**config.mk**
```make
export PLATFORM = sky130hd
export DESIGN_NAME = dual_byte_readout
export DESIGN_NICKNAME = d
export VERILOG_FILES = /design/src/rtl/dual_byte_readout.sv
export SDC_FILE = /design/constraint.sdc
export NUM_CORES = 1
export LEC_CHECK = 0
export BUFFER_PORTS_ARGS = -buffer_cell sky130_fd_sc_hd__buf_2
export CELL_PAD_IN_SITES_DETAIL_PLACEMENT = 1
export CELL_PAD_IN_SITES_GLOBAL_PLACEMENT = 1
export CORE_MARGIN = 5
export CORE_UTILIZATION = 35
export DETAILED_ROUTE_END_ITERATION = 10
export GPL_TIMING_DRIVEN = 0
export MAX_ROUTING_LAYER = met4
export PLACE_DENSITY = 0.79
export RECOVER_POWER = 50
export SLEW_MARGIN = 30
export SYNTH_ARGS = -nofsm -noshare
export SYNTH_HDL_FRONTEND = slang
export SYNTH_SLANG_ARGS = --single-unit
export TNS_END_PERCENT = 50
```
**constraint.sdc**
```tcl
create_clock -name clk -period 2 [get_ports clk]
set_clock_uncertainty 0.05 [all_clocks]
set_input_delay 0.1 -clock clk [delete_from_list [all_inputs] [get_ports clk]]
set_output_delay 0.1 -clock clk [all_outputs]
set_load 0.01 [all_outputs]
```
**src/rtl/dual_byte_readout.sv**
```systemverilog
module dual_byte_readout #(
  parameter int RES_W     = 10,
  parameter int BUS_W     = 8,
  parameter int PULSE_CYC = 50
) (
  input  logic             clk,
  input  logic             rst_n,
  input  logic             cs_n,
  input  logic             rd_n,
  input  logic             xfer,
  input  logic [RES_W-1:0] result,
  output logic [BUS_W-1:0] dbus,
  output logic             dbus_oe,
  output logic             irq_n
);
  localparam int LO_W  = RES_W - BUS_W;
  localparam int PAD_W = BUS_W - LO_W;
  localparam int CNT_W = $clog2(PULSE_CYC + 1);

  logic             xfer_q, rd_q, byte_sel, irq_flag;
  logic [RES_W-1:0] held;
  logic [CNT_W-1:0] pulse_cnt;

  wire rd_act    = !cs_n && !rd_n;
  wire xfer_fall = xfer_q && !xfer;
  wire set_now   = xfer_fall || (pulse_cnt != '0);
  wire rd_done   = rd_q && !rd_act;

  wire [BUS_W-1:0] hi_byte = held[RES_W-1 -: BUS_W];
  wire [BUS_W-1:0] lo_byte = {held[LO_W-1:0], {PAD_W{1'b0}}};

  always_ff @(posedge clk or negedge rst_n) begin
    if (!rst_n) begin
      xfer_q    <= 1'b0;
      rd_q      <= 1'b0;
      byte_sel  <= 1'b0;
      irq_flag  <= 1'b0;
      held      <= '0;
      pulse_cnt <= '0;
    end else begin
      xfer_q   <= xfer;
      rd_q     <= rd_act;
      irq_flag <= set_now || (irq_flag && !rd_act);
      if (xfer_fall) begin
        held      <= result;
        pulse_cnt <= CNT_W'(PULSE_CYC - 1);
        byte_sel  <= 1'b0;
      end else begin
        if (pulse_cnt != '0) pulse_cnt <= pulse_cnt - 1'b1;
        if (rd_done) byte_sel <= !byte_sel;
      end
    end
  end

  assign dbus_oe = rd_act;
  assign dbus    = rd_act ? (byte_sel ? lo_byte : hi_byte) : '0;
  assign irq_n   = !irq_flag;
endmodule


```
==> results.yml <==
run_status:
  status: "completed"
critical_path:
  cp_slowest_stage_delay_ns: 0.40
  slowest_stage: "dfrtp_1"
  crit_path_cell_trace: "inv_2, ha_4, or3b_4, or3_4, or3b_1"
  crit_required_ns: 2.13
  crit_arrival_ns: 2.07
  cp-start-kind: "flop"
  crit_fanout: 4
  setup.worst_path.class: "reg -> reg"
  r2r_setup_slack_ns: 0.06
  end_kind: "flop"
  critical-path-top-delay-family: "simple AND/OR/NAND/NOR gates"
  cp_num_buf_inv: 1
  rr_startpoint: "pulse_cnt[0]$_DFFE_PN0P_"
  crit_path_start: "pulse_cnt[0]$_DFFE_PN0P_"
sta:
  fmax_mhz: 517
  rsz0062_at_grt: "true"
  hold_viol: 0
  setup-tns-final_ns: 0
  setup_viol: 0
  worst_pin_slew_ns: 1.09
  slew_violations: 0
  min_period_ns: 1.94
  finalCritPeriodShare: 0.968
  max-slew-margin-rel: 0.275
die:
  core_area_um2: 2500
  placementRows: 18
  start_util: 0.372
  die_height_um: 61.6
  die_x_um: 61.6
  die_area_um2: 3790
  io_pins: 25
pwr:
  powerDensity_nw_per_um2: 875
  total_power_w: 0.00112
  ir_drop_mv: 0.515
  p_leak_nw: 0.599
yosys:
  synthMuxAreaShare: 0.153
  synth_top_family_by_area: "simple AND/OR/NAND/NOR gates"
  synthCells: 79
  syn_nets: 96
  synth_adder_area_share: 0.0269
  synth-simple-area-share: 0.156
  ys_warn_count: 0
  synth_xor_area_frac: 0.00941
  synth_cell_types: 24
  netlist_area_um2: 931
  synth.yosys.seq_area_share: 0.538
  synth-compound-area-share: 0.0806
  synth.avg_cell_area_um2: 11.8
  ys_ff_latch: 20
cells_and_area:
  final_cells: 153
  postLayoutCellArea_um2: 1280
  layout-drive-gt1-share: 0.341
  nNetsFinal: 142
  n_antenna_cell: 0
  final_common_cell: "dfrtp_1"
  area_growth_pct: 37.5
  final_cell_mix: "20 x dfrtp_1, 19 x buf_2, 14 x dlygate4sd3_1, 10 x mux2_2"
detailed_routing:
  drt-initial-drc-count: 16
  drc: 0
  dr_total_vias: 749
  drt-total-wl_um: 2440
  vias_per_cell: 4.90
  drt-pass1-iter-count: 4
  wl_per_cell_um: 16.0
  ant_nets: 0
global_routing:
  grt.total_usage: 0.149
  grt_pass1_vias: 821
  grt_pass1_wl_um: 3900
  grt_max_degree: 21
  overflow: 0
  antenna_found_initial: 0
placement:
  place_inst: 133
  io_buffers: 24
  place_area_um2: 1090
  place_hpwl_um: 1590
  place_congestion: 0.759
clock_network:
  cts_root_buf: "clkbuf_4"
  clock_latency_ns: 0.30
  cts_tree: "done"
  cts.sinks: 20
  numCtsBuffers: 3
  cts_buffer_depth: 2
  h-tree-depth: 1
  clk_pin_slew_ns: 0.10
flow_run:
  max_cap_violations: 0
min_path:
  hold_class: "in -> reg"
  hp-start: "rd_n"
[layout make-up]
cell class / count / area [um2]
well taps: 30 / 37.5
clock buffers: 3 / 22.5
fillers: 284 / 1220
repair buffers: 41 / 277
inverters: 5 / 18.8
plain buffers: 2 / 15.0
multi-input cells: 52 / 409
flip-flops and latches: 20 / 500
[registers in the layout, summed over array words and instances, names as in the netlist]
signal / cells
held: 10
xfer_q: 1
pulse_cnt: 6
byte_sel: 1
irq_flag: 1
rd_q: 1
[cells by family after synthesis]
logic type / after synthesis
and+or+nand+nor: 24
DFF: 20
muxes: 13
AOI/OAI and AO/OA: 12
buffers and inverters: 7
adders and majority gates: 2
xor gates and xnor gates: 1
[path summary, 6_finish.rpt]
path / endpoint / cells past startpoint
worst max-delay path: irq_flag$_DFF_PN0_ / 5
worst min-delay path: irq_flag$_DFF_PN0_ / 3
worst max register to register: irq_flag$_DFF_PN0_ / 5
worst min register to register: held[6]$_DFFE_PN0P_ / 1
max in group asynchronous: irq_flag$_DFF_PN0_ / 2
min in group asynchronous: pulse_cnt[2]$_DFFE_PN0P_ / 2
[synth_stat cells]
master | count | area [um2]
nor2_1 | 6 | 22.5
or3b_4 | 1 | 11.3
clkbuf_1 | 1 | 3.75
a211o_1 | 1 | 8.76
nand2b_1 | 1 | 6.26
nor4_1 | 2 | 12.5
a21oi_1 | 5 | 25.0
o21ai_0 | 3 | 15.0
or3_4 | 1 | 11.3
nor2b_1 | 1 | 6.26
xor2_1 | 1 | 8.76
or3b_1 | 1 | 8.76
and2b_2 | 1 | 8.76
dfrtp_1 | 20 | 500
inv_1 | 5 | 18.8
buf_6 | 1 | 11.3
a211oi_1 | 1 | 7.51
nor3_1 | 4 | 20.0
o31a_1 | 1 | 8.76
ha_1 | 2 | 25.0
and2_1 | 6 | 37.5
mux2_2 | 10 | 113
a311o_1 | 1 | 10.0
mux2i_1 | 3 | 30.0
[timing repair]
item | 4_1_cts | 5_1_grt
hold endpoints to repair | 32 | 0
hold buffers | 14 | 0
setup endpoints to repair | 1 | 1
pin swaps | 1 | 0
cloned | 0 | 0
buffers inserted | 2 | 1
resized for setup | 2 | 2
[metal layers]
metal	up-vias	wire length, um	part of all wire	GRT usage
met4	0	13	0.0053	0.0182
met5	-	0	0	-
met2	15	1370	0.56	0.278
met3	2	100	0.041	0.0377
met1	366	961	0.39	0.161
li1	366	-	-	-
[worst min-delay path, cell delays in order]
cell     delay, ns
buf_2         0.13
o21ai_0       0.09
or3b_1        0.16
[report_power, final]
part           internal (W)  total (W)  switching, W
sequential         0.000489   0.000570     0.0000816
clock             0.0000703   0.000187      0.000117
combinational      0.000196   0.000363      0.000167
total              0.000755    0.00112      0.000365
[per-stage QoR]
| step | setup WS [ns] | hold WS [ns] | utilization |
|---|---|---|---|
| 2_1_floorplan | 0.0855 | -0.246 | - |
| 5_1_grt | -0.00171 | 0.196 | 0.512 |
| 3_5_place_dp | -0.0737 | 0.0326 | 0.435 |
| 3_3_place_gp | -0.0110 | 0.0214 | 0.435 |
| 4_1_cts | 0.0166 | 0.138 | 0.512 |
| 6_report | 0.0650 | 0.158 | 0.512 |
Note: power is estimated with default switching activity, not from simulation.
